<file path="src/rtl/adc_seq_pkg.sv">
package adc_seq_pkg;
  typedef enum logic [1:0] {
    PS_SLEEP = 2'd0,
    PS_ACQ   = 2'd1,
    PS_CONV  = 2'd2
  } pstate_e;
endpackage

</file>
<file path="src/rtl/adc_edge_det.sv">
// Registers a level and reports its edges against the live input.
module adc_edge_det #(
  parameter logic IDLE = 1'b1
) (
  input  logic clk,
  input  logic rst_n,
  input  logic din,
  output logic prev,
  output logic rise,
  output logic fall
);
  always_ff @(posedge clk or negedge rst_n) begin
    if (!rst_n) prev <= IDLE;
    else        prev <= din;
  end
  assign rise = din & ~prev;
  assign fall = ~din & prev;
endmodule

</file>
<file path="src/rtl/adc_cmp_model.sv">
// Abstract comparator plus DAC: keeps a trial bit when the held level reaches it.
module adc_cmp_model #(
  parameter int W = 12
) (
  input  logic [W-1:0] held_ob,
  input  logic [W-1:0] trial,
  output logic         keep
);
  assign keep = (held_ob >= trial);
endmodule

</file>
<file path="src/rtl/adc_sar_core.sv">
// Successive-approximation register, one bit per step, MSB first.
module adc_sar_core #(
  parameter int RES_W = 12
) (
  input  logic             clk,
  input  logic             rst_n,
  input  logic             load,
  input  logic [RES_W-1:0] sample_in,
  input  logic             step,
  output logic [RES_W-1:0] result
);
  localparam int IDX_W = $clog2(RES_W);
  localparam logic [RES_W-1:0] SIGN = {1'b1, {(RES_W-1){1'b0}}};

  logic [RES_W-1:0] held_ob;
  logic [RES_W-1:0] sar;
  logic [IDX_W-1:0] idx;
  logic [RES_W-1:0] trial;
  logic             keep;

  assign trial = sar | (RES_W'(1) << idx);

  adc_cmp_model #(.W(RES_W)) u_cmp (
    .held_ob (held_ob),
    .trial   (trial),
    .keep    (keep)
  );

  always_ff @(posedge clk or negedge rst_n) begin
    if (!rst_n) begin
      held_ob <= '0;
      sar     <= '0;
      idx     <= IDX_W'(RES_W - 1);
    end else if (load) begin
      held_ob <= sample_in ^ SIGN;
      sar     <= '0;
      idx     <= IDX_W'(RES_W - 1);
    end else if (step) begin
      if (keep) sar[idx] <= 1'b1;
      idx <= idx - 1'b1;
    end
  end

  assign result = sar ^ SIGN;
endmodule

</file>
<file path="src/rtl/adc_seq_ctrl.sv">
module adc_seq_ctrl
  import adc_seq_pkg::*;
#(
  parameter int RES_W  = 12,
  parameter int LEAD_W = 4,
  parameter int FRAME_LEN = RES_W + LEAD_W,
  parameter int CNT_W  = $clog2(FRAME_LEN + 1)
) (
  input  logic             clk,
  input  logic             rst_n,
  input  logic             cs_n,
  input  logic             sclk,
  input  logic [RES_W-1:0] ain_code,
  output logic             sdata,
  output logic             sdata_oe,
  output logic             track,
  output logic             pwr_dn,
  output logic             conv_strobe,
  output logic [CNT_W-1:0] frame_cnt,
  output logic [1:0]       pstate
);
  localparam int IDX_W = $clog2(RES_W);
  localparam int RC_W  = $clog2(RES_W + 2);

  pstate_e          st;
  logic             cs_prev, cs_rise, cs_fall;
  logic             sk_prev, sk_rise, sk_fall;
  logic [RC_W-1:0]  rcnt;
  logic [CNT_W-1:0] nxt;
  logic [IDX_W-1:0] bidx;
  logic             nbit;
  logic             step;
  logic             load;
  logic [RES_W-1:0] result;

  adc_edge_det #(.IDLE(1'b1)) u_cs_edge (
    .clk(clk), .rst_n(rst_n), .din(cs_n),
    .prev(cs_prev), .rise(cs_rise), .fall(cs_fall)
  );

  adc_edge_det #(.IDLE(1'b1)) u_sk_edge (
    .clk(clk), .rst_n(rst_n), .din(sclk),
    .prev(sk_prev), .rise(sk_rise), .fall(sk_fall)
  );

  assign load = cs_rise && (st == PS_ACQ);
  assign step = (st == PS_CONV) && !cs_fall && sk_rise && (rcnt < RC_W'(RES_W));

  adc_sar_core #(.RES_W(RES_W)) u_sar (
    .clk(clk), .rst_n(rst_n), .load(load),
    .sample_in(ain_code), .step(step), .result(result)
  );

  // Next frame bit: leading zeros, then result MSB first.
  always_comb begin
    nxt  = frame_cnt + 1'b1;
    bidx = IDX_W'(FRAME_LEN - 1 - 32'(nxt));
    nbit = 1'b0;
    if (32'(nxt) >= LEAD_W && 32'(nxt) < FRAME_LEN) nbit = result[bidx];
  end

  always_ff @(posedge clk or negedge rst_n) begin
    if (!rst_n) begin
      st          <= PS_SLEEP;
      sdata       <= 1'b0;
      sdata_oe    <= 1'b0;
      track       <= 1'b1;
      conv_strobe <= 1'b0;
      frame_cnt   <= '0;
      rcnt        <= '0;
    end else begin
      conv_strobe <= step;
      if (cs_fall) begin
        st        <= PS_ACQ;
        sdata     <= 1'b0;
        sdata_oe  <= 1'b0;
        track     <= 1'b1;
        frame_cnt <= '0;
        rcnt      <= '0;
      end else if (load) begin
        st        <= PS_CONV;
        sdata     <= 1'b0;
        sdata_oe  <= 1'b1;
        track     <= 1'b0;
        frame_cnt <= '0;
        rcnt      <= '0;
      end else if (st == PS_CONV) begin
        if (sk_rise) begin
          if (rcnt <= RC_W'(RES_W)) rcnt <= rcnt + 1'b1;
          if (rcnt == RC_W'(RES_W)) track <= 1'b1;
        end
        if (sk_fall) begin
          frame_cnt <= nxt;
          if (32'(nxt) == FRAME_LEN) begin
            st       <= PS_SLEEP;
            sdata    <= 1'b0;
            sdata_oe <= 1'b0;
          end else begin
            sdata <= nbit;
          end
        end
      end
    end
  end

  assign pwr_dn = (st == PS_SLEEP);
  assign pstate = st;
endmodule

</file>
<file path="config.mk">
export PLATFORM = sky130hd
export DESIGN_NAME = adc_seq_ctrl
export DESIGN_NICKNAME = d
export VERILOG_FILES = /design/src/rtl/adc_seq_pkg.sv /design/src/rtl/adc_edge_det.sv /design/src/rtl/adc_cmp_model.sv /design/src/rtl/adc_sar_core.sv /design/src/rtl/adc_seq_ctrl.sv
export SDC_FILE = /design/constraint.sdc
export NUM_CORES = 1
export LEC_CHECK = 0
export CORE_MARGIN = 1.5
export CORE_UTILIZATION = 45
export DETAILED_ROUTE_END_ITERATION = 7
export PLACE_DENSITY = 0.66
export SLEW_MARGIN = 20
export SYNTH_ARGS = -nofsm -noshare
export SYNTH_HDL_FRONTEND = slang
export SYNTH_HIERARCHICAL = 1
export SYNTH_SLANG_ARGS = --single-unit
</file>
<file path="constraint.sdc">
create_clock -name clk -period 2.4 [get_ports clk]
set_input_delay 0.24 -clock clk [delete_from_list [all_inputs] [get_ports clk]]
set_output_delay 0.24 -clock clk [all_outputs]
set_load 0.01 [all_outputs]
</file>
==> out/qor.yml <==
clocking:
  insertion_delay_ps: 300
  cts_buffers: 5
  clock_path_buffers: 2
  cts_root_buffer: "clkbuf_8"
  h-tree-depth: 2
  clk_pin_slew_ps: 90
  cts_tree: "yes"
  numClockSinks: 44
yosys:
  yosysTopAreaCell: "dfrtp_1"
  yosys_warnings: 6
  synth_ff_type: "dfrtp_1"
  synth_edf_count: 0
  synth_area_leaders: "dfrtp_1 (35%), ha_1 (9.7%), dfstp_2 (5.8%)"
  synthArstFlopShare_pct: 100.0
  synth.distinct_cells: 49
  synth_area_per_cell_um2: 10.62
  synthesis.area_um2: 2708
  yosys.area.top_type_share_pct: 35.12
  synth_seq_cells: 44
  ys_seq_area_share_pct: 40.94
  synthCells: 255
  synth_nets: 292
final_layout:
  drive_gt1_share_pct: 20.69
  mostFrequentLayoutCells: "dfrtp_1 (38), inv_1 (29), clkdlybuf4s50_1 (26)"
  nets: 326
  n_antenna_cell: 0
  nFillCells: 501
  final_area_um2: 3293
  area_growth_pct: 21.63
  final_common_cell: "dfrtp_1"
drt:
  avgRoutedWirePerCell_um: 13.87
  avgViaCountPerCell: 5.151
  first_iter_violations: 77
  drc: 0
  drt_pass1_iterations: 4
  routed_wl_mm: 5.062
  dr_total_vias: 1880
  drtAntennaViolNets: 0
place:
  hpwlAfterDp_mm: 3.579
  placed_area_um2: 3025
  port_buffers: 27
  gp_congestion: 0.7787
sta:
  worstMarginPinSlew_ps: 556.7
  slew_viol_final: 0
  fin_crit_ps: 2486
  maxSlewHeadroom_pct: 62.89
  setup_viol: 11
  rsz0062_at_grt: "yes"
  hold_slack_ps: 380.4
  skew_ps: 9.226
  final-hold-violation-count: 0
  finalCritPeriodShare_pct: 103.6
  fin_tns_setup_ps: -668.2
  setup_slack_ps: -85.69
  max_freq_mhz: 402.3
grt:
  grtUsageTotal_pct: 17.21
  antenna_found_initial: 0
  grt_pass1_vias: 1800
  grt_max_degree: 45
  grt_pass1_wl_mm: 8.487
  grt-ovfl-total: 0
power:
  cellPowerDensity_nw_per_um2: 688.9
  power.leakage_nw: 1.495
  ir_drop_mv: 0.4251
  power.total_mw: 2.269
run:
  max-cap-violations: 0
setup_path:
  r2r_cells: 10
  end_kind: "flop"
  crit_start: "u_sar/idx[0]"
  path_class: "reg2reg"
  required_ps: 2570
  startpoint_type: "flop"
  path_max_fanout: 4
  arrival_ps: 2660
  rr_startpoint: "u_sar/idx[0]"
min_path:
  hp-class: "in2reg"
  worstHoldStart: "cs_n"
  hold_depth: 1
floorplan:
  fp.dieH_um: 80.57
  start_util_pct: 46.28
  num_rows: 28
  fp.coreArea_um2: 5851
  io_pins: 28
  dieArea_um2: 6492
  die_w_um: 80.57
status:
  violations: "negative setup slack"
  status: "complete, but fails checks"
Yosys cell counts (all sizes together) (2+ instances only):
cell type and number:
dfstp 6, o41ai 2, and3b 2, nor3 2, a211oi 3, a31oi 2
nand3 3, nand2 9, o22ai 12, o21bai 2, a21o 16, mux2 11
nand3b 2, xor2 4, xnor2 6, nand2b 10, and2b 2, mux2i 3
o21ai 5, inv 31, mux4 3, buf 21, dfrtp 38, nand4 2
nand4b 2, nor2b 6, ha 21, nor2 11, a21oi 6
final timing paths:
| check | to | slack (ps) |
|---|---|---|
| worst max register to register | u_sar/sar[4] | -90 |
| worst min register to register | u_sar/held_ob[5] | 500 |
| max in group asynchronous | u_sar/idx[0] | 1540 |
| min in group asynchronous | rcnt[3] | 470 |
| worst max-delay path | u_sar/sar[4] | -90 |
| worst min-delay path | u_cs_edge/prev | 380 |
stage by stage:
step           setup WS (ps)  instances  util (%)
4_1_cts               -13.90        363     55.13
6_report              -85.69        365     56.29
2_1_floorplan          6.100        255         -
3_3_place_gp          -82.12        351     51.71
3_5_place_dp          -122.4        351     51.71
5_1_grt               -184.8        365     56.29
power breakdown:
| part | internal [mW] | switching, mW | total (mW) |
|---|---|---|---|
| Clock | 0.340 | 0.257 | 0.598 |
| Sequential | 0.859 | 0.0851 | 0.944 |
| Combinational | 0.396 | 0.330 | 0.727 |
what timing repair did:
| item | in CTS | in global routing |
|---|---|---|
| endpoints found under the hold margin | 0 | 38 |
| hold buffers | 0 | 1 |
| buffers inserted | 4 | 1 |
| setup endpoints to repair | 12 | 12 |
| pin swaps | 10 | 8 |
| gates resized for setup | 11 | 8 |
worst max-delay path, cell delays in order, from the launching register on:
cell      delay [ps]
dfstp_2          570
inv_2             80
ha_4             160
a21o_1           150
ha_1             280
nand2b_4         140
a211oi_2         170
o21ai_1           80
a221o_1          400
nand4b_1         210
o22ai_1          110
layer usage:
| metal | global-route usage (%) | vias up | share of wire, % |
|---|---|---|---|
| li1 | - | 931 | - |
| met5 | 0 | - | 0 |
| met2 | 29.50 | 44 | 49 |
| met1 | 21.38 | 899 | 45 |
| met4 | 6.207 | 0 | 1.2 |
| met3 | 3.409 | 6 | 4.1 |
state kept, by name, indices dropped and copies added, names as in the netlist, 4 cells and up:
name,flops
u_sar/held_ob,12
frame_cnt,5
rcnt,4
u_sar/sar,12
u_sar/idx,4
logic make-up (layout without fill, tap and decap cells):
kind of cell    after synthesis  after routing  share of synthesized area, %
compound gates               52             52                         13.68
xor+xnor                     10             10                         3.512
fa+ha+maj                    21             21                         9.704
buf+inv                      53             88                         10.81
flops                        44             44                         40.94
mux                          17             17                         8.457
simple gates                 58             58                         12.89
layout make-up:
class                      instances  area (um^2)  share of cell area [%]
sequential                        44         1109                   33.66
multi-input combinational        158         1401                   42.55
clock buffer                       6        82.58                   2.508
inverter                          31        116.4                   3.533
tap                               75        93.84                   2.850
clock inverter                     2        38.79                   1.178
timing repair buffer              49        451.7                   13.72
No activity file was read; power rests on OpenSTA's default activity.
